$ cat config.mk
export PLATFORM = sky130hd
export DESIGN_NAME = spi_sclk_divider
export DESIGN_NICKNAME = d
export VERILOG_FILES = /design/src/rtl/spi_div_pkg.sv /design/src/rtl/spi_div_cfg.sv /design/src/rtl/spi_div_counter.sv /design/src/rtl/spi_div_edge.sv /design/src/rtl/spi_sclk_divider.sv
export SDC_FILE = /design/constraint.sdc
export NUM_CORES = 1
export LEC_CHECK = 0
export ABC_AREA = 1
export BUFFER_PORTS_ARGS = -buffer_cell sky130_fd_sc_hd__buf_2
export CAP_MARGIN = 20
export CORE_ASPECT_RATIO = 1.5
export CORE_MARGIN = 1
export CORE_UTILIZATION = 50
export DETAILED_ROUTE_END_ITERATION = 16
export HOLD_SLACK_MARGIN = 0.1
export MAX_ROUTING_LAYER = met4
export PLACE_DENSITY = 0.66
export SLEW_MARGIN = 10
export SYNTH_ARGS = -nofsm -noshare
export SYNTH_HDL_FRONTEND = slang
export SYNTH_SLANG_ARGS = --single-unit
$ cat constraint.sdc
create_clock -name clk_i -period 2.2 [get_ports clk_i]
set_clock_uncertainty 0.1 [all_clocks]
set_input_delay 0.33 -clock clk_i [delete_from_list [all_inputs] [get_ports clk_i]]
set_output_delay 0.33 -clock clk_i [all_outputs]
set_load 0.02 [all_outputs]
$ cat src/rtl/spi_div_pkg.sv
package spi_div_pkg;
  typedef enum logic {
    DIV_EXP = 1'b0,
    DIV_LIN = 1'b1
  } div_mode_e;
endpackage

$ cat src/rtl/spi_div_cfg.sv
module spi_div_cfg
  import spi_div_pkg::*;
#(
  parameter int LIN_W   = 8,
  parameter int EXP_W   = 4,
  parameter int EXP_LSB = 8,
  parameter int CTRL_W  = 13,
  parameter int CNT_W   = 15
) (
  input  logic              clk_i,
  input  logic              rst_ni,
  input  logic              en_i,
  input  logic [CTRL_W-1:0] ctrl_i,
  output logic              running_o,
  output logic [CNT_W-1:0]  half_m1_o
);
  localparam int MODE_BIT = EXP_LSB + EXP_W;

  logic [LIN_W-1:0] lin_val;
  logic [EXP_W-1:0] exp_val;
  div_mode_e        mode;
  logic [CNT_W-1:0] half_m1_d;

  assign lin_val = ctrl_i[LIN_W-1:0];
  assign exp_val = ctrl_i[EXP_LSB +: EXP_W];
  assign mode    = div_mode_e'(ctrl_i[MODE_BIT]);

  // Half period minus one: N for linear, 2^M - 1 for power-of-two
  always_comb begin
    if (mode == DIV_LIN) half_m1_d = CNT_W'(lin_val);
    else                 half_m1_d = (CNT_W'(1) << exp_val) - CNT_W'(1);
  end

  always_ff @(posedge clk_i or negedge rst_ni) begin
    if (!rst_ni) begin
      running_o <= 1'b0;
      half_m1_o <= '0;
    end else if (!en_i) begin
      running_o <= 1'b0;
    end else if (!running_o) begin
      running_o <= 1'b1;
      half_m1_o <= half_m1_d;
    end
  end
endmodule

$ cat src/rtl/spi_div_counter.sv
module spi_div_counter #(
  parameter int CNT_W = 15
) (
  input  logic             clk_i,
  input  logic             rst_ni,
  input  logic             en_i,
  input  logic             running_i,
  input  logic [CNT_W-1:0] half_m1_i,
  output logic             tick_o
);
  logic [CNT_W-1:0] cnt_q;

  assign tick_o = running_i && (cnt_q == half_m1_i);

  always_ff @(posedge clk_i or negedge rst_ni) begin
    if (!rst_ni)                    cnt_q <= '0;
    else if (!en_i || !running_i)   cnt_q <= '0;
    else if (tick_o)                cnt_q <= '0;
    else                            cnt_q <= cnt_q + CNT_W'(1);
  end
endmodule

$ cat src/rtl/spi_div_edge.sv
module spi_div_edge (
  input  logic clk_i,
  input  logic rst_ni,
  input  logic en_i,
  input  logic tick_i,
  output logic sclk_o,
  output logic lead_o,
  output logic trail_o
);
  always_ff @(posedge clk_i or negedge rst_ni) begin
    if (!rst_ni) begin
      sclk_o  <= 1'b0;
      lead_o  <= 1'b0;
      trail_o <= 1'b0;
    end else if (!en_i) begin
      sclk_o  <= 1'b0;
      lead_o  <= 1'b0;
      trail_o <= 1'b0;
    end else if (tick_i) begin
      sclk_o  <= ~sclk_o;
      lead_o  <= ~sclk_o;
      trail_o <= sclk_o;
    end else begin
      lead_o  <= 1'b0;
      trail_o <= 1'b0;
    end
  end
endmodule

$ cat src/rtl/spi_sclk_divider.sv
module spi_sclk_divider #(
  parameter int LIN_W   = 8,
  parameter int EXP_W   = 4,
  parameter int EXP_LSB = 8,
  localparam int CTRL_W   = EXP_LSB + EXP_W + 1,
  localparam int EXP_SPAN = (1 << EXP_W) - 1,
  localparam int CNT_W    = (LIN_W > EXP_SPAN) ? LIN_W : EXP_SPAN
) (
  input  logic              clk_i,
  input  logic              rst_ni,
  input  logic              en_i,
  input  logic [CTRL_W-1:0] ctrl_i,
  output logic              sclk_o,
  output logic              lead_o,
  output logic              trail_o
);
  logic             running;
  logic [CNT_W-1:0] half_m1;
  logic             tick;

  spi_div_cfg #(
    .LIN_W(LIN_W), .EXP_W(EXP_W), .EXP_LSB(EXP_LSB),
    .CTRL_W(CTRL_W), .CNT_W(CNT_W)
  ) u_cfg (
    .clk_i(clk_i), .rst_ni(rst_ni), .en_i(en_i), .ctrl_i(ctrl_i),
    .running_o(running), .half_m1_o(half_m1)
  );

  spi_div_counter #(.CNT_W(CNT_W)) u_cnt (
    .clk_i(clk_i), .rst_ni(rst_ni), .en_i(en_i), .running_i(running),
    .half_m1_i(half_m1), .tick_o(tick)
  );

  spi_div_edge u_edge (
    .clk_i(clk_i), .rst_ni(rst_ni), .en_i(en_i), .tick_i(tick),
    .sclk_o(sclk_o), .lead_o(lead_o), .trail_o(trail_o)
  );
endmodule

==> impl_metrics.toml <==
[run_status]
status = "finished, final reports clean"

[clock_tree]
cts-root-buf = "clkbuf_8"
clockBufferDepth = 2
cts.clk_slew.worst_paths_ns = 0.06
cts.repair.resized = 0
clock_latency_ns = 0.28
htreeDepth = 2
cts_made_buffers = 5
tritoncts = "built"
post_cts_buffers = 0
clock_sinks = 34
hold_buffers = 2

[sta]
layout_min_cycle_time_ns = 1.69
worstMarginPinSlew_ns = 0.736
rsz0062_at_grt = "false"
relSlewSlack_pct = 50.9
hold_viol = 0
setup_viol = 0
drv_slew = 0
max_freq_mhz = 593
whs_ns = 0.169
final.setup.worst_slack_ns = 0.513
tns_ns = 0
fin_crit_sh_pct = 76.7

[route]
final_antenna_net_count = 0
drc = 0
drtIter0Drc = 48
first_pass_iters = 4
vias = 1758
via_per_inst = 4.99
wl_um = 4390
wire_per_inst_um = 12.5

[worst_setup_path]
cp_slowest_cell = "dlygate4sd3_1"
critPathMaxStageDelay_ns = 0.53
worst_setup_path_end_kind = "register"
cp_max_fo = 5
critPathRequiredTime_ns = 2.29
critical-path-top-delay-family = "buffers and inverters"
cp-start-kind = "input port"
crit_type = "input port to register"
worstPathCellList = "dlygate4sd3_1, buf_2, inv_1, nor3_4, inv_1, nor2_1, nand2_1, o22ai_1"
crit_buf_inv = 4
arrival_ns = 1.78
crit_top_cell = "inv_1"

[synth]
synth.avg_cell_area_um2 = 7.07
synth_cell_types = 22
synthesis.nets = 301
seq_area_frac_synth_pct = 42.5
synth_seq_cells = 34
synth.cell_area_um2 = 2000
syn_inst = 283
yosysWarningCount = 0

[global_route]
grt_first_pass_wirelength_um = 7490
grt_usage_pct = 25.1
first_global_vias = 1739
antenna_found_initial = 0
grt_max_degree = 35
grt-ovfl-total = 0

[power_and_ir_drop]
worst_ir_drop_vdd_mv = 0.380
power.density_nw_per_um2 = 577
p_leak_nw = 1.11

[min_path]
min_path_type = "input port to register"

[run]
maxCapViolCount = 0

[finish]
drive_gt1_share_pct = 10.7
final_util_pct = 59.6
final_cell_mix = "87 x nand2_1, 47 x inv_1, 39 x nor2_1, 34 x dfrtp_1, 18 x buf_2"
final_common_cell = "nand2_1"
nNetsFinal = 327
area_delta_synth_final_pct = 11.7
diodes = 0

[floorplanning]
boundaryPins = 19
initial_utilization_pct = 53.4
die_y_um = 79.5
core_area_um2 = 3750
die_w_um = 53.7
die-area_um2 = 4260
rows = 27

[place]
place_ws_ns = 0.428
port_buffers = 18
routabilityCongestion = 0.843
dp_hpwl_um = 3470
==> sequential cells by signal, summed over array words and instances, names as in the netlist <==
| register | cells |
|---|---|
| u_edge.sclk_o | 1 |
| u_cnt.cnt_q | 15 |
| u_cfg.half_m1_o | 15 |
| u_cfg.running_o | 1 |
| u_edge.lead_o | 1 |
| u_edge.trail_o | 1 |
==> report_power, final <==
group	total [mW]	switching [mW]	internal, mW
registers	0.683	0.0201	0.662
logic	0.194	0.122	0.0726
clock network	0.413	0.196	0.217
total	1.29	0.337	0.952
==> synthesized netlist by cell type, drive strengths merged <==
master,instances,area (µm²)
nand4,4,25.0
buf,3,21.3
xor2,10,87.6
inv,49,184
o22ai,3,18.8
o21ai,9,45.0
nand2,89,344
o221ai,3,26.3
nor2,42,165
nand3,17,85.1
dfrtp,34,851
nand3b,1,7.51
o211ai,6,45.0
nor3,10,61.3
xnor2,1,8.76
ha,2,25.0
==> final timing paths <==
check	startpoint	slack (ns)	endpoint	cells past startpoint
max in group asynchronous	rst_ni	0.98	u_cfg.half_m1_o[11]$_DFFE_PN0P_	2
setup reg to reg	u_cnt.cnt_q[0]$_DFF_PN0_	0.52	u_cnt.cnt_q[14]$_DFF_PN0_	8
hold reg to reg	u_cnt.cnt_q[0]$_DFF_PN0_	0.43	u_cnt.cnt_q[0]$_DFF_PN0_	1
hold / removal	ctrl_i[4]	0.17	u_cfg.half_m1_o[4]$_DFFE_PN0P_	3
min in group asynchronous	rst_ni	0.55	u_cnt.cnt_q[0]$_DFF_PN0_	2
setup / recovery	en_i	0.51	u_cfg.half_m1_o[13]$_DFFE_PN0P_	8
==> kinds of logic (layout without fill, tap and decap cells) <==
logic type | count (synthesis) | in the layout | share of synthesized area, %
AO/OA/AOI/OAI | 21 | 21 | 6.75
XOR/XNOR | 11 | 11 | 4.82
adder cells (fa/ha/maj) | 2 | 2 | 1.25
buffers and inverters | 52 | 78 | 10.3
flip-flops | 34 | 34 | 42.5
AND/OR/NAND/NOR | 163 | 163 | 34.4
==> per-layer routing <==
metal	vias up	part of all wire, %	GRT usage [%]
met2	42	50	42.3
met4	0	2.8	12.1
met3	10	2.9	4.57
met5	-	0	-
met1	779	45	27.6
li1	927	-	-
==> metrics by stage <==
step           instance area, µm²  cells  power (mW)
5_1_grt                      2230    352        1.37
4_1_cts                      2230    352        1.31
6_report                     2230    352        1.29
3_3_place_gp                 2140    343       0.886
2_1_floorplan                2000    283       0.822
3_5_place_dp                 2140    343       0.887
==> cell type report <==
class,count,area [µm²]
sequential,34,851
fill,359,1520
clock buffer,7,76.3
inverter,49,184
multi-input combinational,197,945
tap,43,53.8
timing repair buffer,22,125
==> tightest hold or removal path, cell delays in order <==
cell      delay, ns
buf_2          0.07
nand2_1        0.04
o221ai_1       0.06
Note: power is estimated with default switching activity, not from simulation.
